<file path="config.mk">
export PLATFORM = sky130hd
export DESIGN_NAME = spi_regmaster
export DESIGN_NICKNAME = d
export VERILOG_FILES = /design/src/rtl/spi_rm_pkg.sv /design/src/rtl/spi_rm_baud.sv /design/src/rtl/spi_rm_shift.sv /design/src/rtl/spi_rm_ctrl.sv /design/src/rtl/spi_regmaster.sv
export SDC_FILE = /design/constraint.sdc
export NUM_CORES = 1
export LEC_CHECK = 0
export BUFFER_PORTS_ARGS = -buffer_cell sky130_fd_sc_hd__buf_4
export CAP_MARGIN = 20
export CELL_PAD_IN_SITES_DETAIL_PLACEMENT = 1
export CELL_PAD_IN_SITES_GLOBAL_PLACEMENT = 2
export CORE_ASPECT_RATIO = 1.25
export CORE_MARGIN = 1.5
export CORE_UTILIZATION = 38
export DETAILED_ROUTE_END_ITERATION = 8
export GPL_TIMING_DRIVEN = 0
export HOLD_SLACK_MARGIN = 0.12
export PLACE_DENSITY_LB_ADDON = 0.1
export SLEW_MARGIN = 0
export SYNTH_ARGS = -nofsm -noshare
export SYNTH_HDL_FRONTEND = slang
export SYNTH_SLANG_ARGS = --single-unit
</file>
<file path="constraint.sdc">
create_clock -name clk -period 12.4 [get_ports clk]
set_input_delay 2.48 -clock clk [delete_from_list [all_inputs] [get_ports clk]]
set_output_delay 2.48 -clock clk [all_outputs]
set_load 0.01 [all_outputs]
</file>
<file path="src/rtl/spi_rm_pkg.sv">
package spi_rm_pkg;

    localparam int DW = 32;

    // configuration field positions (software decodes these)
    localparam int B_LOOP   = 30;
    localparam int B_CPOL   = 29;
    localparam int B_CPHA   = 28;
    localparam int B_SLOW   = 27;
    localparam int B_MSB    = 26;
    localparam int B_MASTER = 25;
    localparam int B_EN     = 24;
    localparam int LEN_LO   = 20;
    localparam int LEN_W    = 4;
    localparam int PM_LO    = 16;

    // event / mask bit positions
    localparam int EV_DAV = 9;
    localparam int EV_RDY = 8;

    typedef enum logic [2:0] {
        A_CFG   = 3'd0,
        A_EVENT = 3'd1,
        A_MASK  = 3'd2,
        A_TX    = 3'd3,
        A_RX    = 3'd4
    } reg_addr_t;

    typedef enum logic [1:0] {
        ST_OFF  = 2'd0,
        ST_IDLE = 2'd1,
        ST_RUN  = 2'd2
    } seq_state_t;

    // length code to bit count: 0 means a full 32-bit word
    function automatic logic [5:0] code_to_bits(input logic [LEN_W-1:0] code);
        if (code == '0) return 6'd32;
        return 6'({2'b00, code}) + 6'd1;
    endfunction

endpackage

</file>
<file path="src/rtl/spi_rm_baud.sv">
module spi_rm_baud #(
    parameter int PM_W    = 4,
    parameter int SLOW_SH = 4
) (
    input  logic            clk,
    input  logic            rst_n,
    input  logic            run,
    input  logic [PM_W-1:0] pm,
    input  logic            slow,
    output logic            tick
);
    localparam int CW = PM_W + SLOW_SH + 2;

    logic [CW-1:0] cnt_q;
    logic [CW-1:0] half;

    always_comb begin
        half = (CW'(pm) + CW'(1)) << (slow ? (SLOW_SH + 1) : 1);
        tick = run && (cnt_q == half - CW'(1));
    end

    always_ff @(posedge clk or negedge rst_n) begin
        if (!rst_n)      cnt_q <= '0;
        else if (!run)   cnt_q <= '0;
        else if (tick)   cnt_q <= '0;
        else             cnt_q <= cnt_q + CW'(1);
    end

    // half period is at least two cycles, so ticks never touch
    p_tick_spacing_r2: assert property (@(posedge clk) disable iff (!rst_n)
        tick |=> !tick);

endmodule

</file>
<file path="src/rtl/spi_rm_shift.sv">
module spi_rm_shift #(
    parameter int DW   = 32,
    parameter int NB_W = 6
) (
    input  logic            clk,
    input  logic            rst_n,
    input  logic            load,
    input  logic            preload,
    input  logic            shift_out,
    input  logic            sample,
    input  logic            msb_first,
    input  logic [NB_W-1:0] nbits,
    input  logic [DW-1:0]   tx_word,
    input  logic            din,
    output logic            mosi,
    output logic [DW-1:0]   rx_word
);
    localparam int SW = NB_W + 1;

    logic [DW-1:0] tx_sh_q;
    logic [DW-1:0] rx_sh_q;
    logic          mosi_q;
    logic [SW-1:0] pad;
    logic [DW-1:0] aligned;
    logic [DW-1:0] rx_next;
    logic [DW-1:0] rx_view;

    function automatic logic head_bit(input logic [DW-1:0] v, input logic msb);
        return msb ? v[DW-1] : v[0];
    endfunction

    function automatic logic [DW-1:0] advance(input logic [DW-1:0] v, input logic msb);
        return msb ? (v << 1) : (v >> 1);
    endfunction

    always_comb begin
        pad     = SW'(DW) - SW'(nbits);
        aligned = msb_first ? (tx_word << pad) : tx_word;
        rx_next = msb_first ? {rx_sh_q[DW-2:0], din} : {din, rx_sh_q[DW-1:1]};
        rx_view = sample ? rx_next : rx_sh_q;
        rx_word = msb_first ? rx_view : (rx_view >> pad);
        mosi    = mosi_q;
    end

    always_ff @(posedge clk or negedge rst_n) begin
        if (!rst_n) begin
            tx_sh_q <= '0;
            rx_sh_q <= '0;
            mosi_q  <= 1'b0;
        end else if (load) begin
            rx_sh_q <= '0;
            if (preload) begin
                mosi_q  <= head_bit(aligned, msb_first);
                tx_sh_q <= advance(aligned, msb_first);
            end else begin
                tx_sh_q <= aligned;
            end
        end else begin
            if (shift_out) begin
                mosi_q  <= head_bit(tx_sh_q, msb_first);
                tx_sh_q <= advance(tx_sh_q, msb_first);
            end
            if (sample) rx_sh_q <= rx_next;
        end
    end

    // a word load never coincides with a bit edge
    p_load_alone_r9: assert property (@(posedge clk) disable iff (!rst_n)
        load |-> (!shift_out && !sample));

endmodule

</file>
<file path="src/rtl/spi_rm_ctrl.sv">
module spi_rm_ctrl
    import spi_rm_pkg::*;
#(
    parameter int NB_W = 6
) (
    input  logic            clk,
    input  logic            rst_n,
    input  logic            en,
    input  logic            cpha,
    input  logic            start_req,
    input  logic            tick,
    input  logic [NB_W-1:0] nbits,
    output logic            busy,
    output logic            load,
    output logic            shift_out,
    output logic            sample,
    output logic            done,
    output logic            ready_rise,
    output logic            phase
);
    localparam int EW = NB_W + 1;

    seq_state_t    state_q, state_d;
    logic [EW-1:0] edge_q;
    logic          tog_q;
    logic          edge_ev;
    logic          leading;
    logic          last;

    // state register
    always_ff @(posedge clk or negedge rst_n) begin
        if (!rst_n) state_q <= ST_OFF;
        else        state_q <= state_d;
    end

    // next state
    always_comb begin
        state_d = state_q;
        unique case (state_q)
            ST_OFF:  if (en) state_d = ST_IDLE;
            ST_IDLE: begin
                if (!en)            state_d = ST_OFF;
                else if (start_req) state_d = ST_RUN;
            end
            ST_RUN: begin
                if (!en)              state_d = ST_OFF;
                else if (tick && last) state_d = ST_IDLE;
            end
            default: state_d = ST_OFF;
        endcase
    end

    // outputs
    always_comb begin
        busy       = (state_q == ST_RUN);
        last       = (edge_q == ({1'b0, nbits} << 1) - EW'(1));
        leading    = !edge_q[0];
        edge_ev    = busy && en && tick;
        load       = (state_q == ST_IDLE) && en && start_req;
        sample     = edge_ev && (cpha ? !leading : leading);
        shift_out  = edge_ev && (cpha ? leading : !leading) && !last;
        done       = edge_ev && last;
        ready_rise = ((state_q == ST_OFF) && en) || done;
        phase      = tog_q;
    end

    always_ff @(posedge clk or negedge rst_n) begin
        if (!rst_n) begin
            edge_q <= '0;
            tog_q  <= 1'b0;
        end else if (load) begin
            edge_q <= '0;
            tog_q  <= 1'b0;
        end else if (edge_ev) begin
            edge_q <= edge_q + EW'(1);
            tog_q  <= ~tog_q;
        end
    end

    p_start_needs_ready_r9: assert property (@(posedge clk) disable iff (!rst_n)
        $rose(busy) |-> ($past(en) && $past(start_req)));

    p_disable_stops_r10: assert property (@(posedge clk) disable iff (!rst_n)
        !en |=> !busy);

    // the last edge is always a trailing edge
    p_word_even_edges_r5: assert property (@(posedge clk) disable iff (!rst_n)
        done |-> tog_q);

endmodule

</file>
<file path="src/rtl/spi_regmaster.sv">
module spi_regmaster
    import spi_rm_pkg::*;
#(
    parameter int PM_W    = 4,
    parameter int SLOW_SH = 4
) (
    input  logic        clk,
    input  logic        rst_n,
    input  logic        bus_sel,
    input  logic        bus_wr,
    input  logic [2:0]  bus_addr,
    input  logic [31:0] bus_wdata,
    output logic [31:0] bus_rdata,
    output logic        sclk,
    output logic        mosi,
    input  logic        miso,
    output logic        irq
);
    localparam int NB_W = 6;

    logic [DW-1:0] cfg_q;
    logic [DW-1:0] rx_q;
    logic          dav_q, rdy_q;
    logic          mdav_q, mrdy_q;

    logic            wr_en;
    logic            en, cpol, cpha, loop, msb_first, slow;
    logic [PM_W-1:0] pm;
    logic [NB_W-1:0] nbits;
    logic            start_req, clr_dav, clr_rdy;
    logic            busy, load, shift_out, sample, done, ready_rise, phase;
    logic            tick, din;
    logic [DW-1:0]   rx_word;

    always_comb begin
        wr_en     = bus_sel && bus_wr;
        en        = cfg_q[B_EN];
        cpol      = cfg_q[B_CPOL];
        cpha      = cfg_q[B_CPHA];
        loop      = cfg_q[B_LOOP];
        msb_first = cfg_q[B_MSB];
        slow      = cfg_q[B_SLOW];
        pm        = cfg_q[PM_LO +: PM_W];
        nbits     = code_to_bits(cfg_q[LEN_LO +: LEN_W]);
        start_req = wr_en && (bus_addr == A_TX);
        clr_dav   = wr_en && (bus_addr == A_EVENT) && bus_wdata[EV_DAV];
        clr_rdy   = wr_en && (bus_addr == A_EVENT) && bus_wdata[EV_RDY];
        din       = loop ? mosi : miso;
        sclk      = busy ? (cpol ^ phase) : cpol;
        irq       = (dav_q && mdav_q) || (rdy_q && mrdy_q);
    end

    spi_rm_baud #(.PM_W(PM_W), .SLOW_SH(SLOW_SH)) u_baud (
        .clk  (clk),
        .rst_n(rst_n),
        .run  (busy),
        .pm   (pm),
        .slow (slow),
        .tick (tick)
    );

    spi_rm_ctrl #(.NB_W(NB_W)) u_ctrl (
        .clk       (clk),
        .rst_n     (rst_n),
        .en        (en),
        .cpha      (cpha),
        .start_req (start_req),
        .tick      (tick),
        .nbits     (nbits),
        .busy      (busy),
        .load      (load),
        .shift_out (shift_out),
        .sample    (sample),
        .done      (done),
        .ready_rise(ready_rise),
        .phase     (phase)
    );

    spi_rm_shift #(.DW(DW), .NB_W(NB_W)) u_shift (
        .clk      (clk),
        .rst_n    (rst_n),
        .load     (load),
        .preload  (!cpha),
        .shift_out(shift_out),
        .sample   (sample),
        .msb_first(msb_first),
        .nbits    (nbits),
        .tx_word  (bus_wdata),
        .din      (din),
        .mosi     (mosi),
        .rx_word  (rx_word)
    );

    // register file
    always_ff @(posedge clk or negedge rst_n) begin
        if (!rst_n) begin
            cfg_q  <= '0;
            rx_q   <= '0;
            dav_q  <= 1'b0;
            rdy_q  <= 1'b0;
            mdav_q <= 1'b0;
            mrdy_q <= 1'b0;
        end else begin
            if (wr_en && (bus_addr == A_CFG)) cfg_q <= bus_wdata;
            if (wr_en && (bus_addr == A_MASK)) begin
                mdav_q <= bus_wdata[EV_DAV];
                mrdy_q <= bus_wdata[EV_RDY];
            end
            if (done) rx_q <= rx_word;

            if (done)         dav_q <= 1'b1;
            else if (clr_dav) dav_q <= 1'b0;

            if (ready_rise)   rdy_q <= 1'b1;
            else if (load)    rdy_q <= 1'b0;
            else if (clr_rdy) rdy_q <= 1'b0;
        end
    end

    always_comb begin
        bus_rdata = '0;
        case (bus_addr)
            A_CFG:   bus_rdata = cfg_q;
            A_EVENT: begin
                bus_rdata[EV_DAV] = dav_q;
                bus_rdata[EV_RDY] = rdy_q;
            end
            A_MASK: begin
                bus_rdata[EV_DAV] = mdav_q;
                bus_rdata[EV_RDY] = mrdy_q;
            end
            A_RX:    bus_rdata = rx_q;
            default: bus_rdata = '0;
        endcase
    end

    p_irq_needs_mask_r8: assert property (@(posedge clk) disable iff (!rst_n)
        (!mdav_q && !mrdy_q) |-> !irq);

    p_dav_from_word_r7: assert property (@(posedge clk) disable iff (!rst_n)
        $rose(dav_q) |-> $past(busy));

    p_abort_no_dav_r10: assert property (@(posedge clk) disable iff (!rst_n)
        (busy && !en) |=> !$rose(dav_q));

endmodule

</file>
Word level (Yosys, flattened, before mapping)
Index checks and enable logic that the tools add are counted.
- register bits: 153
- output and inout port bits: 35
- logic and storage cells: 113
- $add $sub $neg: 7
- equality and inequality tests: 12
- shifts and indexed selects: 3
- muxes and demuxes: 43
- bitwise logic cells: 2
- reductions and logical operators: 33
- operators with widths (cell ; number):
    $mux 32 ; 10
    $pmux 22 s2 ; 1
    $shl 10x32->10 ; 1
    $shl 32x7->32 ; 1
    $shr 32x7->32 ; 1
    $logic_and 1x1->1 ; 20
    $mux 10 ; 2
    $mux 1 ; 17
    $pmux 8 s2 ; 1
    $mux 7 ; 2
    $mux 6 ; 2
    $add 10x1->10 const B ; 1
    $add 4x1->5 const B ; 2
    $eq 10x10->1 ; 1
    $mux 2 ; 5
    $sub 10x1->10 const B ; 1
    $pmux 2 s4 ; 1
    $add 7x1->7 const B ; 1
    $eq 7x7->1 ; 1
    $sub 6x6->7 const A ; 1
    $sub 7x1->7 const B ; 1
    $eq 3x2->1 const B ; 2
    $ne 3x2->1 const B ; 2
    $pmux 2 s3 ; 1
    17 further kinds ; 22

Logic depth before layout (Yosys ltp)
Gate-level depths: netlist of the first run.
- depth after elaboration: 10
- depth in mapped cells: 21
- gate-level depth less buffers: 17

Hierarchy
Synthesis of the first run repeated with hierarchy kept, for this count alone.
- cell total of the unflattened synthesis: 1344
- area, all modules: 13525.5 um^2
- modules (own cells, without submodules) (module ; instances ; cells an instance ; area each (um^2) ; sequential area each (um^2)):
    spi_rm_shift ; 1 ; 930 ; 8615.8 ; 1626.6
    spi_regmaster ; 1 ; 220 ; 3218.1 ; 1701.6
    spi_rm_baud ; 1 ; 120 ; 1023.5 ; 250.2
    spi_rm_ctrl ; 1 ; 74 ; 668.1 ; 250.2

Worst setup path after synthesis of the first run
OpenSTA, ideal clock, no wires.
- kind: input port to output port
- from: in bus_addr[2]
- to: out bus_rdata[0]
- arrival time: 3474 ps
- required time: 9920 ps
- setup slack: 6446 ps
- stages: 4
- path through: clkbuf_1 -> clkbuf_1 -> mux2i_1 -> nor2_1
- cells in the longest elaborated chain, start to end: 2
- elaborated cells between the ends (all ways): 3
- RTL lines (element ; RTL line ; text):
    start: declaration ; spi_regmaster.sv:11 ; input logic [2:0] bus_addr,
    $eq 3x3->1 / $logic_not 3->1 (equally long branches) ; spi_regmaster.sv:122 ; case (bus_addr)
    $pmux 8 s2 (*) ; spi_regmaster.sv:122 ;
    end: declaration ; spi_regmaster.sv:13 ; output logic [31:0] bus_rdata,
Every way passes the cells marked *; elsewhere a longest branch is shown, timed or not.

Worst setup path after layout of the first run
- from: reg cfg_q[20]
- to: reg rx_q[31]
- cells in the longest elaborated chain, start to end: 6
- elaborated cells between the ends (all ways): 10
- RTL lines (element ; RTL line ; text):
    start: declaration ; spi_regmaster.sv:21 ; logic [DW-1:0] cfg_q;
    start signal: assignment ; spi_regmaster.sv:104 ; if (wr_en && (bus_addr == A_CFG)) cfg_q <= bus_wdata;
    parallel branches: the longest is 2 deep, another holds $add 4x1->5 ; -- ;
    $mux 6 (*) ; spi_rm_pkg.sv:38 ; return 6'({2'b00, code}) + 6'd1;
    $sub 6x6->7 / $sub 7x1->7 (equally long branches) ; spi_rm_shift.sv:37, spi_rm_ctrl.sv:56 ;
    $shr 32x7->32 / $eq 7x7->1 (equally long branches) ; spi_rm_shift.sv:41, spi_rm_ctrl.sv:56 ;
    $mux 32 / $logic_and 1x1->1 (equally long branches) ; spi_rm_shift.sv:41, spi_rm_ctrl.sv:62 ;
    end signal: assignment ; spi_regmaster.sv:109 ; if (done) rx_q <= rx_word;
    end: declaration ; spi_regmaster.sv:22 ; logic [DW-1:0] rx_q;
Mark *: on every way between the ends.
A chain may end at the register's enable or synchronous reset.

==> summary.txt, run 1 <==
Power and ir drop
  • Psw: roughly 0.0019 W
  • Clock Power Share: 16.6%
  • Flop pwr share: 19.2%
  • Power Dens Cells: 225 nW/µm²
  • P_int: 0.00153 W
  • Leak Pwr: between 6 and 7 nW
  • Sw frac: between 50% and 60%
  • Gate power share: 64.2%
  • VDD IR max: about 0.12 mV

Timing
  • Final setup vio count: 0
  • Final count of pins violating max slew: 0
  • Worst-case clock skew: 0.0145 ns
  • Worst-margin pin slew: 1.15 ns
  • Final Cycle Share: between 60% and 70%
  • Final hold violation count: 0
  • RSZ-0062 raised after global routing: false
  • Minimum clock period: 7.45 ns
  • Setup TNS: 0 ns
  • FMAX: 134 MHz
  • Slew headroom: 23.1%

Clock network
  • Clock Root Buffer: clkbuf_16
  • TritonCTS buffer count: 17
  • Clock Path Buffers: 2
  • Hold_buf cts: 0
  • TritonCTS clock tree: yes
  • Sink Count: 153
  • Clk slew on worst S/H paths: 0.07 ns
  • CTS H-Tree Depth: 4
  • Worst-Skew Late Latency: 0.49 ns
  • Buffer count from post-CTS setup fixing: 0
  • Post-CTS Resized: 0

Yosys
  • Yosys reg bits: roughly 150
  • Synth Cell Area: ~13000 µm²
  • Post-Syn Area per Cell: between 8 and 9 µm²
  • Syn Inst Count: 1657
  • Async S/R FF share, synth: 100%
  • Post-synth top area share: 28.9%
  • Synth area leaders: dfrtp_1 (29%), mux2i_1 (13%), nand2_1 (6.5%)
  • Post-synth net total: between 1500 and 2000
  • Synth Flop Type: dfrtp_1
  • Synth cell types: 80
  • Register area share after synthesis: 28.9%
  • Post-synth EDFFs: 0
  • Synth Warn #: 0
  • Synth area leader: dfrtp_1

Route
  • Drt via density: 6.48
  • DRT iter0 DRCs: 1173
  • Drt total wl: 72.7 mm
  • Routed via count: ~14000
  • Antenna Nets Post-Route: 0
  • DRT Pass-1 Iters: 6
  • WL/cell: 32.5 µm
  • DRC: 0

Placed design
  • GPL Wtd Cong: 1.01
  • Number of I/O port buffers: 73
  • Dpl hpwl: 56.8 mm
  • Inst Count DP: 2202
  • DP Area: 14500 µm²

Floorplanning
  • Standard-cell rows: 76
  • Die area: around 36000 µm²
  • Area of the core: 34400 µm²
  • Top-Level Pins: 75
  • Die H: 212 µm
  • Die width: 170 µm
  • Effective utilization at floorplan: 38.5%

Cells and area
  • Layout cells sized above 1: a little under an eighth
  • Commonest non-fill, non-tap cell in the layout: nand2_1
  • Final Core Density: 43.8%
  • Layout area overhead: 13.7%
  • Final Cell Area: 15100 µm²
  • Finished Layout Cells: between 2000 and 2500
  • Final #Nets: 1800
  • Most frequent cells in the layout: nand2_1 (231), mux2i_1 (168), dfrtp_1 (153)
  • ANT cells: 0

GRT
  • GRT Overall Usage: 41.2%
  • Antenna violations before repair: 2
  • Gr ovfl total: 0
  • Vias in the first global route: around 15000
  • Largest net degree at the start of global routing: about 100
  • First-pass GRT wire length: 104 mm

Job
  • Max-cap violations: 0

Worst hold path
  • Class of the worst hold path: flop to flop

Worst setup path
  • CP Max Fanout: 10
  • Crit path DAT: between 7 and 8 ns
  • Setup crit end kind: flop
  • CP required: around 13 ns
  • Worst setup SP type: flop
  • Crit Path Class: flop to flop

Status
  • Status: finished clean
==> layer usage <==
layer	part of all wire (%)	wire [µm]	global-route usage, %	vias to the layer above
met2	47	34500	68.4	626
li1	-	-	-	6279
met5	0.040	29	0	-
met3	6.0	4330	8.02	274
met1	37	26700	44.7	7303
met4	9.9	7200	36.1	4
==> registers in the layout, indices dropped and copies added (netlist names), 2 cells and up <==
name and cells:
u_shift.rx_sh_q 32, u_shift.tx_sh_q 32, u_ctrl.edge_q 7, u_ctrl.state_q 2, rx_q 32, cfg_q 32
u_baud.cnt_q 10
==> cells in the mapped netlist (all sizes together), types with 6 or more instances <==
cell type    n
o221ai       9
xnor2       14
o211ai      29
a211o        6
o31ai        9
buf         36
clkbuf     101
xor2        23
a211oi      16
and3        11
nor4         6
a21oi      128
a22o        10
nor2b       10
nand3b       6
mux4         8
nand4       10
o21ai      106
ha           7
nand2      231
dfrtp      153
o21a         8
nor3        17
and2        11
a221oi       7
nand2b      18
inv         15
o22ai       15
a31oi       11
nor2       150
a22oi       58
mux2        70
o2111ai     11
nand3       72
or3         12
mux2i      168
or2         11
o22a        17
==> final timing paths <==
path | startpoint | end | slack (ns) | cells past startpoint
min reg2reg | rx_q[28] | rx_q[28] | 0.51 | 1
min in group asynchronous | rst_n | u_shift.rx_sh_q[8] | 1.91 | 1
max in group asynchronous | rst_n | cfg_q[2] | 9.55 | 2
max | cfg_q[20] | rx_q[31] | 4.95 | 16
min | rx_q[28] | rx_q[28] | 0.51 | 1
max reg2reg | cfg_q[20] | rx_q[31] | 4.95 | 16
==> per-stage QoR <==
stage / hold slack (ns) / setup slack, ns / total power, W
after floorplan: 0.450 / 6.45 / 0.00195
after global placement: 0.469 / 5.31 / 0.00274
final: 0.507 / 4.95 / 0.00340
after global routing: 0.529 / 4.81 / 0.00352
after CTS: 0.508 / 5.16 / 0.00333
after detailed placement: 0.491 / 5.22 / 0.00276
==> critical path, cell delays in order, from the launching register on <==
cell	delay, ns
dfrtp_1	0.35
clkbuf_1	0.33
inv_1	0.16
ha_1	0.27
nor3b_2	0.24
nor2_1	0.78
inv_1	0.33
clkbuf_1	0.48
ha_1	0.44
clkbuf_1	0.47
buf_1	0.56
clkbuf_1	0.72
clkbuf_1	0.57
clkbuf_1	0.54
nor3_1	0.12
o21ai_0	0.70
o21ai_0	0.21
==> power by group through the flow <==
stage / clock [W] / combinational, W / sequential (W)
final: 0.000564 / 0.00218 / 0.000653
after global routing: 0.000584 / 0.00228 / 0.000660
after CTS: 0.000568 / 0.00211 / 0.000649
after detailed placement: 0 / 0.00210 / 0.000659
after global placement: 0 / 0.00209 / 0.000655
after floorplan: 0 / 0.00133 / 0.000622
==> cells by family after synthesis <==
| logic type | count (synthesis) | synth area share, % |
|---|---|---|
| simple gates | 582 | 19.9 |
| compound gates | 477 | 23.3 |
| mux | 246 | 20.0 |
| buf+inv | 155 | 4.70 |
| flops | 153 | 28.9 |
| xor+xnor | 37 | 2.58 |
| fa+ha+maj | 7 | 0.660 |
==> final cells by class <==
class	count	area, µm²
plain buffers	137	556
clock buffers	17	425
clock inverters	15	175
fillers	4223	19300
inverters	18	67.6
multi-input cells	1349	8810
flip-flops and latches	153	3830
well taps	468	586
repair buffers	77	633
No activity file was read; power rests on OpenSTA's default activity.
==> run 2: changes to the inputs <==
--- a/config.mk
+++ b/config.mk
@@ -11,7 +11,7 @@
 export CELL_PAD_IN_SITES_GLOBAL_PLACEMENT = 2
 export CORE_ASPECT_RATIO = 1.25
 export CORE_MARGIN = 1.5
-export CORE_UTILIZATION = 38
+export CORE_UTILIZATION = 34
 export DETAILED_ROUTE_END_ITERATION = 8
 export GPL_TIMING_DRIVEN = 0
 export HOLD_SLACK_MARGIN = 0.12
==> constraint.sdc (replaced) <==
create_clock -name clk -period 6.7 [get_ports clk]
set_input_delay 1.34 -clock clk [delete_from_list [all_inputs] [get_ports clk]]
set_output_delay 1.34 -clock clk [all_outputs]
set_load 0.01 [all_outputs]
==> run 2 against run 1 <==
  * Final area is 0.15% higher
  * Routed wire length increased by 2.0%
  * Register-to-register slack lost 4.4 ns
  * Non-clock buffer count fell by 1
  * Die area rose by 12%
  * Power grew 85%
  * Clock power increased by 83%
  * Sequential share of layout area hardly changed
  * Highest routed layer is now met4
==> summary.txt, run 2 (synthesis results as in run 1) <==
Floorplanning
  • Die H: 224 µm
  • Area of the core: 38300 µm²
  • Effective utilization at floorplan: between 30% and 40%
  • Die area: 40200 µm²
  • Top-Level Pins: 75
  • Standard-cell rows: 80
  • Die width: 180 µm

Clock network
  • Worst-Skew Late Latency: 0.50 ns
  • Sink Count: between 150 and 200
  • CTS H-Tree Depth: 4
  • TritonCTS buffer count: 17
  • Clock Root Buffer: clkbuf_16
  • TritonCTS clock tree: yes
  • Clock Path Buffers: 2
  • Hold_buf cts: 0
  • Clk slew on worst S/H paths: 0.08 ns

GRT
  • First-pass GRT wire length: 108 mm
  • Vias in the first global route: 15000
  • Largest net degree at the start of global routing: 103
  • Gr ovfl total: 0
  • GRT Overall Usage: 37.2%
  • Antenna violations before repair: 0

Timing
  • Slew headroom: 19.1%
  • RSZ-0062 raised after global routing: false
  • FMAX: 162 MHz
  • Final Cycle Share: between 90% and 100%
  • Final hold violation count: 0
  • Setup ws final: 0.510 ns
  • Worst-margin pin slew: 1.20 ns
  • Final count of pins violating max slew: 0
  • Minimum clock period: 6.19 ns
  • Setup TNS: 0 ns
  • Final setup vio count: 0
  • Worst-case clock skew: 0.0190 ns

Cells and area
  • Layout cells sized above 1: 12.3%
  • Commonest non-fill, non-tap cell in the layout: nand2_1
  • Most frequent cells in the layout: nand2_1 (231), mux2i_1 (168), dfrtp_1 (153)
  • Layout area overhead: 13.9%
  • Final #Nets: 1799
  • Final Cell Area: roughly 15000 µm²
  • Finished Layout Cells: 2258
  • Fillcell total: ~4700

Power and ir drop
  • Psw: 0.00347 W
  • Flop pwr share: a little under a fifth
  • Clock Power Share: 16.4%
  • Sw frac: 55.1%
  • VDD IR max: 0.225 mV
  • Power Total: 0.00630 W
  • Leak Pwr: 6.18 nW
  • Gate power share: between 60% and 70%
  • Power Dens Cells: 417 nW/µm²
  • P_int: 0.00283 W

Worst setup path
  • CP peak stage delay: 0.63 ns
  • CP Cell Sequence: clkbuf_1 -> inv_1 -> ha_1 -> nor3b_4 -> nor2_2 -> clkinvlp_4 -> ha_1 -> clkbuf_1 -> mux2_2 -> clkdlybuf4s15_1 -> buf_1 -> a22oi_1 -> o21ai_0 -> mux2i_1 -> a21oi_1 -> a32o_1 -> o21ai_0 -> a21oi_1
  • Family with the most delay on the worst path: buffers and inverters
  • Crit Path Class: flop to flop
  • RR Startpoint: cfg_q[20]
  • Crit path DAT: approximately 6.5 ns
  • Crit. path cell count: 18
  • CP required: just over 7 ns
  • Buffers and inverters on the worst path: 6
  • R2R Path End: rx_q[19]
  • Slowest cell on crit path: clkdlybuf4s15_1
  • CP Max Fanout: 10
  • Worst setup SP type: flop
  • Setup crit end kind: flop
  • R2R setup slack: 0.51 ns
  • Critical path launch point: cfg_q[20]
  • Crit path capture: rx_q[19]
  • Reg2Reg Depth: 18

Placed design
  • Number of I/O port buffers: 73
  • Inst Count DP: 2224
  • DP Area: 14500 µm²
  • GPL Wtd Cong: 1.02
  • Dpl hpwl: 58.8 mm
  • Setup slack at placement: -0.656 ns

Route
  • WL/cell: around 33 µm
  • DRT iter0 DRCs: 1067
  • DRC: 0
  • DRT Pass-1 Iters: 5
  • Drt total wl: 74.2 mm
  • Drt via density: 6.33
  • Antenna Nets Post-Route: 0
  • Routed via count: 14300

Job
  • Max-cap violations: 0

Status
  • Status: finished clean

Worst hold path
  • Class of the worst hold path: flop to flop
-- run 2: cell count changes in the layout (fill, tap and decap cells not counted), sizes merged --
cell,change
diode,+1
clkbuf,-1
clkdlybuf4s15,+1
buf,-1
inv,-1
clkinv,+1
-- run 2: power groups by stage --
stage	logic, W	clock network (W)	registers, W
global route	0.00427	0.00107	0.00122
detailed placement	0.00392	0	0.00122
floorplan	0.00246	0	0.00115
finish	0.00407	0.00103	0.00120
global placement	0.00391	0	0.00121
CTS	0.00394	0.00104	0.00120
-- run 2: worst register-to-register path: stages (launching register included) --
cell,delay (ns)
dfrtp_1,0.36
clkbuf_1,0.37
inv_1,0.17
ha_1,0.28
nor3b_4,0.21
nor2_2,0.46
clkinvlp_4,0.22
ha_1,0.21
clkbuf_1,0.19
mux2_2,0.36
clkdlybuf4s15_1,0.63
buf_1,0.52
a22oi_1,0.38
o21ai_0,0.13
mux2i_1,0.44
a21oi_1,0.13
a32o_1,0.26
o21ai_0,0.59
a21oi_1,0.14
-- run 2: stage by stage --
step                      hold WS [ns]  utilization (%)
after CTS                        0.499             39.3
after floorplan                  0.450                -
after global placement           0.468             37.6
after global routing             0.525             39.4
after detailed placement         0.482             37.8
final                            0.499             39.4
-- run 2: area by class of cell --
cell class | instances | area [µm²] | area share (%)
antenna | 1 | 2.50 | 0.0166
buffer | 136 | 563 | 3.73
clock buffer | 17 | 425 | 2.82
clock inverter | 15 | 156 | 1.04
inverter | 18 | 71.3 | 0.472
multi-input combinational | 1349 | 8830 | 58.4
sequential | 153 | 3830 | 25.3
tap | 492 | 616 | 4.08
timing repair buffer | 77 | 617 | 4.08
-- run 2: what timing repair did --
item | in CTS | in global routing
buffers inserted | 0 | 1
setup endpoints to repair | 60 | 22
gates resized for setup | 4 | 8
-- run 2: worst min path at each step --
stage | startpoint | cells past startpoint | slack [ns] | end
2_1_floorplan | rx_q[29] | 2 | 0.45 | rx_q[29]
3_3_place_gp | rx_q[31] | 2 | 0.47 | rx_q[31]
3_5_place_dp | rx_q[29] | 2 | 0.48 | rx_q[29]
4_1_cts | rx_q[29] | 2 | 0.50 | rx_q[29]
5_1_grt | cfg_q[3] | 1 | 0.53 | cfg_q[3]
6_report | rx_q[31] | 2 | 0.50 | rx_q[31]
-- run 2: metal layers --
| metal | GRT usage, % | vias up | share of wire [%] |
|---|---|---|---|
| li1 | - | 6275 | - |
| met1 | 42.6 | 7311 | 39 |
| met2 | 63.2 | 482 | 48 |
| met3 | 5.12 | 222 | 4.0 |
| met4 | 27.6 | 0 | 8.7 |
| met5 | 0 | - | 0 |
==> run 3: changes to the inputs <==
--- a/config.mk
+++ b/config.mk
@@ -11,7 +11,7 @@
 export CELL_PAD_IN_SITES_GLOBAL_PLACEMENT = 2
 export CORE_ASPECT_RATIO = 1.25
 export CORE_MARGIN = 1.5
-export CORE_UTILIZATION = 34
+export CORE_UTILIZATION = 37
 export DETAILED_ROUTE_END_ITERATION = 8
 export GPL_TIMING_DRIVEN = 0
 export HOLD_SLACK_MARGIN = 0.12
@@ -19,4 +19,5 @@
 export SLEW_MARGIN = 0
 export SYNTH_ARGS = -nofsm -noshare
 export SYNTH_HDL_FRONTEND = slang
+export SYNTH_HIERARCHICAL = 1
 export SYNTH_SLANG_ARGS = --single-unit
==> run 3 against run 2 <==
  * Clock power is 4% lower
  * Highest routed layer unchanged
  * First-iteration DRC count is 16% higher
  * Sequential share of layout area is 0.40 points lower
  * Global-route usage is 5.5 points lower
  * Sequential cell count stayed put
  * Clock-buffer cell count is 2 higher
  * Clock skew is 0.0083 ns lower
==> summary.txt, run 3 <==
Status
  • Status: finished clean

Worst hold path
  • Min-delay src: u_baud/cnt_q[0]
  • Worst Hold End: u_baud/cnt_q[0]
  • Class of the worst hold path: flop to flop
  • Hold path depth: 1

Timing
  • RSZ-0062 raised after global routing: false
  • Final count of pins violating max slew: 0
  • Setup TNS: 0 ns
  • Slew headroom: 23.5%
  • FMAX: between 150 and 200 MHz
  • Final Cycle Share: 96.2%
  • Worst-case clock skew: 0.0107 ns
  • Final setup vio count: 0
  • Final hold violation count: 0
  • Worst-margin pin slew: approximately 1.1 ns
  • Minimum clock period: around 6.4 ns

Yosys
  • Compound-Gate Fraction of Synth Area: 19.9%
  • Post-synth top area share: 28.3%
  • Count leader, synth: dfrtp_1
  • Synth cell types: 96
  • Synth Flop Type: dfrtp_1
  • Largest family of logic cells by synthesized area: multiplexers
  • Synth Cell Area: 13500 µm²
  • Synth area leader: dfrtp_1
  • Synth Warn #: 6
  • Post-synth EDFFs: 0
  • Async S/R FF share, synth: 100%
  • Adder-Cell Fraction of Synth Area: 0.740%
  • XOR/XNOR share of the synthesized area: under 10%
  • Synth area leaders: dfrtp_1 (28%), mux4_2 (11%), mux2_2 (8.2%)
  • Register area share after synthesis: 28.3%
  • Post-synthesis simple-gate area fraction: roughly an eighth
  • Post-synth net total: approximately 1400
  • Yosys reg bits: 153
  • Syn Inst Count: ~1300
  • Mux share of post-synthesis cell area: 30.2%
  • Post-Syn Area per Cell: 10.1 µm²
  • List of most frequent post-synthesis cells: dfrtp_1 (153), nor2_1 (116), mux2_2 (98), mux2i_1 (96), nand2_1 (86)

Route
  • DRC: 0
  • Drt total wl: a little under 60 mm
  • WL/cell: 30.7 µm
  • Routed via count: 12500
  • DRT iter0 DRCs: 1243
  • Antenna Nets Post-Route: 0
  • Drt via density: 6.46
  • DRT Pass-1 Iters: 8

Cells and area
  • Layout area overhead: 13.5%
  • Final Cell Area: approximately 15000 µm²
  • Layout cells sized above 1: 28.3%
  • Commonest non-fill, non-tap cell in the layout: dfrtp_1
  • Final #Nets: 1489
  • Most frequent cells in the layout: dfrtp_1 (153), nor2_1 (115), mux2_2 (98)
  • ANT cells: 0

Clock network
  • Clock Root Buffer: clkbuf_16
  • Worst-Skew Late Latency: roughly 0.47 ns
  • Sink Count: 153
  • TritonCTS clock tree: yes
  • TritonCTS buffer count: 17
  • Clk slew on worst S/H paths: about 0.070 ns
  • Clock Path Buffers: 2
  • Hold_buf cts: 0
  • CTS H-Tree Depth: 4

Power and ir drop
  • Leak Pwr: a little over 6 nW
  • VDD IR max: around 0.21 mV
  • Power Dens Cells: 372 nW/µm²

Worst setup path
  • CP peak stage delay: roughly 0.5 ns
  • R2R setup slack: 0.26 ns
  • Reg2Reg Depth: 21
  • RR Startpoint: cfg_q[27]
  • Crit path DAT: 6.80 ns
  • CP Cell Sequence: clkbuf_1 -> or2_2 -> ha_1 -> xnor2_1 -> or4_1 -> o31ai_1 -> o221ai_2 -> nor4_4 -> and2_1 -> nand4b_1 -> nor2_2 -> buf_2 -> buf_2 -> clkbuf_4 -> buf_2 -> buf_2 -> mux2i_1 -> o32ai_1 -> a211oi_1 -> nand3_1 -> mux2_2
  • Setup crit end kind: flop
  • Worst setup SP type: flop
  • Slowest cell on crit path: dfrtp_1
  • Crit Path Class: flop to flop
  • CP Max Fanout: 10
  • R2R Path End: rx_q[7]
  • CP dominant cell by count: buf_2
  • CP required: 7.06 ns

Floorplanning
  • Standard-cell rows: 78
  • Die width: 174 µm
  • Area of the core: 36200 µm²
  • Effective utilization at floorplan: ~37%
  • Die H: 217 µm
  • Die area: 37700 µm²
  • Top-Level Pins: 75

GRT
  • Met1 GRT Util: 38.4%
  • First-pass GRT wire length: 87.6 mm
  • Vias in the first global route: 13000
  • Gr ovfl total: 0
  • Largest net degree at the start of global routing: 100
  • GRT Overall Usage: 31.7%
  • Antenna violations before repair: 0
  • Met2 Usage GRT: 53.4%
  • Grt peak-use layer: met2
  • Global Route met3 Usage: between 3 and 4%

Placed design
  • GPL Wtd Cong: 0.951
  • DP Area: approximately 15000 µm²
  • Dpl hpwl: 46.3 mm
  • Number of I/O port buffers: 73

Job
  • Max-cap violations: 0
run 3: worst max-delay path: cells and delay by family (launching register included):
kind | cells | cell delay [ns]
adder cells (fa/ha/maj) | 1 | 0.28
XOR/XNOR | 1 | 0.19
multiplexers | 2 | 0.62
AND/OR/NAND/NOR | 7 | 1.95
AO/OA/AOI/OAI | 4 | 0.89
buffers and inverters | 6 | 1.87
flip-flops | 1 | 0.50
run 3: kinds of logic (layout without fill, tap and decap cells):
logic type | count (synthesis) | in the layout
AO/OA/AOI/OAI | 368 | 368
AND/OR/NAND/NOR | 337 | 337
multiplexers | 294 | 294
flip-flops | 153 | 153
buffers and inverters | 140 | 250
XOR/XNOR | 44 | 44
adder cells (fa/ha/maj) | 8 | 8
run 3: how the worst max path moves through the flow:
stage                          from      end  slack (ns)  cells after the start
after detailed placement  cfg_q[27]  rx_q[7]       -0.31                     21
after floorplan           cfg_q[20]  rx_q[9]        1.48                     18
final                     cfg_q[27]  rx_q[7]        0.26                     21
after global routing      cfg_q[27]  rx_q[7]       0.004                     21
after CTS                 cfg_q[27]  rx_q[7]        0.08                     19
after global placement    cfg_q[20]  rx_q[8]       -0.64                     19
run 3: stage by stage:
stage | instances | utilization (%) | hold WS (ns) | power (W) | setup WS, ns
after global routing | 1934 | 42.4 | 0.510 | 0.00593 | 0.00369
after global placement | 1897 | 40.5 | 0.480 | 0.00459 | -0.635
final | 1934 | 42.4 | 0.495 | 0.00572 | 0.256
after floorplan | 1344 | - | 0.445 | 0.00349 | 1.48
after CTS | 1932 | 42.3 | 0.492 | 0.00563 | 0.0813
after detailed placement | 1899 | 40.7 | 0.480 | 0.00462 | -0.310
run 3: cell type report:
type                            count  area, µm²
Clock buffer                       19        453
Fill cell                        4069      20900
Multi-Input combinational cell   1051       8970
Tap cell                          480        601
Timing Repair Buffer               78        617
Sequential cell                   153       3830
Buffer                            120        673
Clock inverter                     13        131
Inverter                           20       75.1
run 3: report_power, final:
group          internal [W]  switching [W]  leakage, nW
Sequential          0.00103       0.000143         1.86
Clock              0.000540       0.000449        0.289
Combinational       0.00132        0.00223         3.98
run 3: timing repair:
item,4_1_cts,5_1_grt
endpoints found under the setup margin,12,11
pin swaps,1,1
gates resized for setup,0,3
endpoints found under the hold margin,0,0
setup buffers,1,2
run 3: per-layer routing:
| layer | share of wire, % | up-vias |
|---|---|---|
| met5 | 0 | - |
| met4 | 6.6 | 0 |
| met3 | 4.0 | 194 |
| met2 | 49 | 476 |
| met1 | 41 | 6423 |
| li1 | - | 5404 |
